<file path="src/rtl/npc_pkg.sv">
`timescale 1ns/1ps
package npc_pkg;

  typedef enum logic [2:0] {
    XK_SEQ = 3'd0,
    XK_BEQ = 3'd1,
    XK_BNE = 3'd2,
    XK_J   = 3'd3,
    XK_JAL = 3'd4,
    XK_JR  = 3'd5
  } xfer_e;

  localparam int unsigned KIND_W = 3;

endpackage

</file>
<file path="src/rtl/npc_addr_gen.sv">
`timescale 1ns/1ps
module npc_addr_gen #(
  parameter int unsigned XLEN       = 32,
  parameter int unsigned OFF_W      = 16,
  parameter int unsigned TGT_W      = 26,
  parameter int unsigned INSN_BYTES = 4
) (
  input  logic [XLEN-1:0]  pc,
  input  logic [OFF_W-1:0] off,
  input  logic [TGT_W-1:0] field,
  output logic [XLEN-1:0]  pc_seq,
  output logic [XLEN-1:0]  br_tgt,
  output logic [XLEN-1:0]  jmp_tgt
);
  localparam int unsigned SHIFT    = $clog2(INSN_BYTES);
  localparam int unsigned REGION_W = XLEN - TGT_W - SHIFT;

  // Address of the instruction after pc.
  function automatic logic [XLEN-1:0] f_step(input logic [XLEN-1:0] p);
    return p + XLEN'(INSN_BYTES);
  endfunction

  // Word displacement -> byte displacement, sign preserved.
  function automatic logic [XLEN-1:0] f_scale_off(input logic [OFF_W-1:0] o);
    logic [XLEN-1:0] ext;
    ext = {{(XLEN-OFF_W){o[OFF_W-1]}}, o};
    return ext << SHIFT;
  endfunction

  // Region bits of the following address glued to the scaled field.
  function automatic logic [XLEN-1:0] f_region_jump(input logic [XLEN-1:0] nxt,
                                                    input logic [TGT_W-1:0] f);
    return {nxt[XLEN-1 -: REGION_W], f, {SHIFT{1'b0}}};
  endfunction

  always_comb begin
    pc_seq  = f_step(pc);
    br_tgt  = pc_seq + f_scale_off(off);
    jmp_tgt = f_region_jump(pc_seq, field);
  end

endmodule

</file>
<file path="src/rtl/npc_cond.sv">
`timescale 1ns/1ps
module npc_cond #(
  parameter int unsigned XLEN = 32
) (
  input  npc_pkg::xfer_e   kind,
  input  logic [XLEN-1:0]  a,
  input  logic [XLEN-1:0]  b,
  output logic             take_branch
);
  logic same;

  always_comb begin
    same = (a == b);
    case (kind)
      npc_pkg::XK_BEQ: take_branch = same;
      npc_pkg::XK_BNE: take_branch = !same;
      default:         take_branch = 1'b0;
    endcase
  end

endmodule

</file>
<file path="src/rtl/npc_select.sv">
`timescale 1ns/1ps
module npc_select #(
  parameter int unsigned XLEN       = 32,
  parameter int unsigned INSN_BYTES = 4
) (
  input  npc_pkg::xfer_e  kind,
  input  logic            take_branch,
  input  logic [XLEN-1:0] pc_seq,
  input  logic [XLEN-1:0] br_tgt,
  input  logic [XLEN-1:0] jmp_tgt,
  input  logic [XLEN-1:0] reg_tgt,
  output logic [XLEN-1:0] pc_next,
  output logic            link_req,
  output logic            misalign_req
);
  localparam int unsigned SHIFT = $clog2(INSN_BYTES);

  always_comb begin
    pc_next      = pc_seq;
    link_req     = 1'b0;
    misalign_req = 1'b0;
    case (kind)
      npc_pkg::XK_BEQ,
      npc_pkg::XK_BNE: if (take_branch) pc_next = br_tgt;
      npc_pkg::XK_J:   pc_next = jmp_tgt;
      npc_pkg::XK_JAL: begin
        pc_next  = jmp_tgt;
        link_req = 1'b1;
      end
      npc_pkg::XK_JR: begin
        pc_next      = reg_tgt;
        misalign_req = (reg_tgt[SHIFT-1:0] != '0);
      end
      default: pc_next = pc_seq;
    endcase
  end

endmodule

</file>
<file path="src/rtl/npc_unit.sv">
`timescale 1ns/1ps
module npc_unit #(
  parameter int unsigned XLEN       = 32,
  parameter int unsigned OFF_W      = 16,
  parameter int unsigned TGT_W      = 26,
  parameter int unsigned REG_AW     = 5,
  parameter int unsigned LINK_REG   = 31,
  parameter int unsigned INSN_BYTES = 4,
  parameter logic [XLEN-1:0] RESET_PC = '0
) (
  input  logic              clk,
  input  logic              rst_n,
  input  logic [XLEN-1:0]   cur_pc,
  input  logic [2:0]        xfer_kind,
  input  logic [XLEN-1:0]   opnd_a,
  input  logic [XLEN-1:0]   opnd_b,
  input  logic [OFF_W-1:0]  br_off,
  input  logic [TGT_W-1:0]  jmp_field,
  output logic [XLEN-1:0]   nxt_pc,
  output logic              link_we,
  output logic [REG_AW-1:0] link_idx,
  output logic [XLEN-1:0]   link_val,
  output logic              jr_misalign
);
  npc_pkg::xfer_e  kind;
  logic [XLEN-1:0] pc_seq, br_tgt, jmp_tgt, pc_next;
  logic            take_branch, link_req, misalign_req;

  assign kind     = npc_pkg::xfer_e'(xfer_kind);
  assign link_idx = REG_AW'(LINK_REG);

  npc_addr_gen #(
    .XLEN(XLEN), .OFF_W(OFF_W), .TGT_W(TGT_W), .INSN_BYTES(INSN_BYTES)
  ) u_addr (
    .pc(cur_pc), .off(br_off), .field(jmp_field),
    .pc_seq(pc_seq), .br_tgt(br_tgt), .jmp_tgt(jmp_tgt)
  );

  npc_cond #(.XLEN(XLEN)) u_cond (
    .kind(kind), .a(opnd_a), .b(opnd_b), .take_branch(take_branch)
  );

  npc_select #(.XLEN(XLEN), .INSN_BYTES(INSN_BYTES)) u_sel (
    .kind(kind), .take_branch(take_branch), .pc_seq(pc_seq),
    .br_tgt(br_tgt), .jmp_tgt(jmp_tgt), .reg_tgt(opnd_a),
    .pc_next(pc_next), .link_req(link_req), .misalign_req(misalign_req)
  );

  always_ff @(posedge clk or negedge rst_n) begin
    if (!rst_n) begin
      nxt_pc      <= RESET_PC;
      link_we     <= 1'b0;
      link_val    <= '0;
      jr_misalign <= 1'b0;
    end else begin
      nxt_pc      <= pc_next;
      link_we     <= link_req;
      jr_misalign <= misalign_req;
      if (link_req) link_val <= pc_seq;
    end
  end

endmodule

</file>
<file path="config.mk">
export PLATFORM = sky130hd
export DESIGN_NAME = npc_unit
export DESIGN_NICKNAME = d
export VERILOG_FILES = /design/src/rtl/npc_pkg.sv /design/src/rtl/npc_addr_gen.sv /design/src/rtl/npc_cond.sv /design/src/rtl/npc_select.sv /design/src/rtl/npc_unit.sv
export SDC_FILE = /design/constraint.sdc
export NUM_CORES = 1
export LEC_CHECK = 0
export ABC_AREA = 1
export BUFFER_PORTS_ARGS = -buffer_cell sky130_fd_sc_hd__buf_2
export CORE_AREA = 2 2 179 137
export DETAILED_ROUTE_END_ITERATION = 16
export DIE_AREA = 0 0 181 139
export SLEW_MARGIN = 20
export SYNTH_ARGS = -nofsm -noshare
export SYNTH_HDL_FRONTEND = slang
export SYNTH_SLANG_ARGS = --single-unit
</file>
<file path="constraint.sdc">
create_clock -name clk -period 0.8 [get_ports clk]
set_input_delay 0.16 -clock clk [delete_from_list [all_inputs] [get_ports clk]]
set_output_delay 0.16 -clock clk [all_outputs]
set_load 0.01 [all_outputs]
</file>
==> run metrics <==
area grow syn2layout 107.7%; post-route clock skew 0 ns; Post-synth EDFFs 0; clk_lat worst skew approximately 0.35 ns; ys flop type dfrtp_1; HPWL after DPL around 28 mm; pre-CTS setup slack -2.232 ns; standard-cell row count 49; share of the synthesized area in the top cell type 0.2396; violated checks setup timing; final critical-path share of the clock period 2.956; mean post-synth cell area roughly 6 um^2; CTS H-tree depth 3; fin crit period between 2 and 2.5 ns; PortBufs between 200 and 250; largest net degree at the start of global routing 60; critical path's slowest cell ha_4; FILL cells 2,001; CTS sink cnt 66; Cell Area, Placed between 10,000 and 15,000 um^2; Die Y 139 um; wire per inst 19.23 um; Final Cell Area ~14,000 um^2; antenna viol nets, final 0; Static Leakage ~0.0073 uW; Worst Path Required around 1.0 ns; critical path class in2reg; YS warnings 0; DR DRC count 0; Async SR Flop Fraction 1.000; via count 9,796; first-pass GRT wire length 52.27 mm; number of library cell types mapped by synthesis 40; Hold Path Depth 3; critical-path cell list buf_8 > ha_4 > nand2_4 > nor2_4 > inv_2 > buf_6 > nor2_4 > nand3_1 > nand2_4 > inv_1 > ha_4 > inv_1 > nor3_2 > nand2_1 > inv_1 > nand2_1 > nand2_1 > a21oi_2 > nand2_1 > nand3_1 > nand2_1 > nand3_1; Pre-antenna DRT Iters 5; clk buf depth 2; Critical Path AT roughly 2.6 ns; Mapped Cells roughly 1.1k; Synth area leader dfrtp_1; Root Driver clkbuf_16; Pins Over Slew Limit 0; CP Max Fanout 4; number of max-cap violations 0; Startpoint Class input port; CTS tree built; worst vdd ir between 0.0009 and 0.001 V; Setup Viol. Count Final 129; most common cell after layout, fill and taps aside nand2_1; status finished, violations left; Cell Pwr Density 1227 nW/um^2; core area roughly 24,000 um^2; antenna violations before repair 0; number of synthesized register bits 66; RSZ-0062 raised after global routing yes; Critical Path End Type flip-flop; Synth area leaders dfrtp_1 (24%), nand2_1 (23%), inv_1 (11%); Peak Freq 0.4229 GHz; CTS buffer count 9; fin nets approximately 1.9k; layout cells sized above 1 0.5887; mapped cell area between 6000 and 7000 um^2; RD Place Congestion 0.9440; global route overflow 0; fin util 0.6081; Initial Util 0.2928; worst hold path class in2reg; Antenna Cells 0; Final Hold Fails 0; vias per std cell between 4 and 5; Die Area ~25,000 um^2; most used cell, CP nand2_1; vias in the first global route 9,172; clock slew at reported path FFs around 0.060 ns; Tot GR Track Use 0.2731; I/O pin count 214; Largest stage delay, worst path a little under 0.3 ns; WL final approximately 38 mm; FF-to-FF path depth 4; commonest non-fill, non-tap cells in the layout nand2_1 (284), buf_4 (257), inv_1 (145); Setup WS post-layout -1.565 ns; Die W 181 um; DRT iter0 DRCs approximately 740; Seq/Total Area, Yosys 0.2396
-- registers in the layout, summed over array words and instances, names as in the netlist --
| name | count |
|---|---|
| nxt_pc | 32 |
| link_we | 1 |
| link_val | 32 |
| jr_misalign | 1 |
-- through the flow --
stage | TNS, ns | power, uW | instances | hold WS (ns)
finish | -63.97 | 17560 | 1986 | 0.06807
global route | -69.80 | 18340 | 1986 | 0.06981
CTS | -61.36 | 16090 | 1940 | 0.07832
detailed placement | -81.04 | 10460 | 1876 | 0.2646
global placement | -79.39 | 10430 | 1876 | 0.2686
floorplan | -43.53 | 7124 | 1147 | -0.1356
-- area by class of cell --
cell class / count / area (um^2) / area share
clock inverter: 7 / 81.33 / 0.005681
clock buffer: 9 / 225.2 / 0.01573
sequential: 66 / 1652 / 0.1154
timing repair buffer: 536 / 4434 / 0.3097
inverter: 205 / 809.5 / 0.05655
multi-input combinational: 857 / 6731 / 0.4702
tap: 306 / 382.9 / 0.02674
-- where the power goes --
group | internal (uW) | total (uW) | switching (uW)
clock network | 2480 | 4360 | 1890
logic | 4320 | 9130 | 4800
registers | 3820 | 4070 | 250
-- cell families (layout without fill, tap and decap cells) --
| kind of cell | after synthesis | count (layout) | synth area share |
|---|---|---|---|
| other | 1 | 5 | 0.0005440 |
| AND/OR/NAND/NOR | 653 | 655 | 0.3984 |
| adder cells (fa/ha/maj) | 35 | 35 | 0.06462 |
| buffers and inverters | 226 | 757 | 0.1314 |
| XOR/XNOR | 46 | 46 | 0.05845 |
| AO/OA/AOI/OAI | 116 | 116 | 0.1069 |
| flip-flops | 66 | 66 | 0.2396 |
-- path summary, 6_finish.rpt --
| path | start | to | slack, ns |
|---|---|---|---|
| worst max-delay path | cur_pc[2] | nxt_pc[31] | -1.56 |
| worst min-delay path | jmp_field[1] | nxt_pc[3] | 0.07 |
| worst max register to register | link_val[24] | link_val[24] | -0.08 |
| worst min register to register | link_val[2] | link_val[2] | 0.48 |
| max in group asynchronous | rst_n | nxt_pc[8] | 0.19 |
| min in group asynchronous | rst_n | link_val[10] | 0.42 |
-- cells in the mapped netlist (2+ instances only) --
cell type	number
nand2_1	421
inv_1	200
nor2_1	91
nand3_1	88
dfrtp_1	66
ha_1	34
o21ai_0	34
xor2_1	27
a21oi_1	24
a22oi_1	24
xnor2_1	19
nor3_1	12
o211ai_1	12
nand4_1	10
o21bai_1	9
buf_4	7
nand2_2	7
clkbuf_1	6
o22ai_1	6
and2_1	5
buf_2	5
nor2_2	5
inv_2	4
buf_6	3
nand3b_1	3
a21o_1	2
a221oi_2	2
nor2_8	2
nor3_2	2
nor3_4	2
o21ai_1	2
-- worst max-delay path: cells and delay by family --
family                   cells  cell delay (ns)
adder cells (fa/ha/maj)      2             0.44
buffers and inverters        6             0.51
AND/OR/NAND/NOR             13             1.44
AO/OA/AOI/OAI                1             0.04
-- repair_timing --
item / in CTS / in global routing
gates cloned: 3 / 7
hold buffers: 1 / 0
resized for setup: 356 / 326
pin swaps: 135 / 186
setup endpoints to repair: 131 / 131
buffers inserted: 52 / 50
hold endpoints to repair: 66 / 0
-- routing by layer --
metal,part of all wire,GRT usage
met5,0,0
met1,0.42,0.3728
met3,0.091,0.05016
met4,0.032,0.07274
met2,0.46,0.4443
(Power assumes the default switching activity.)
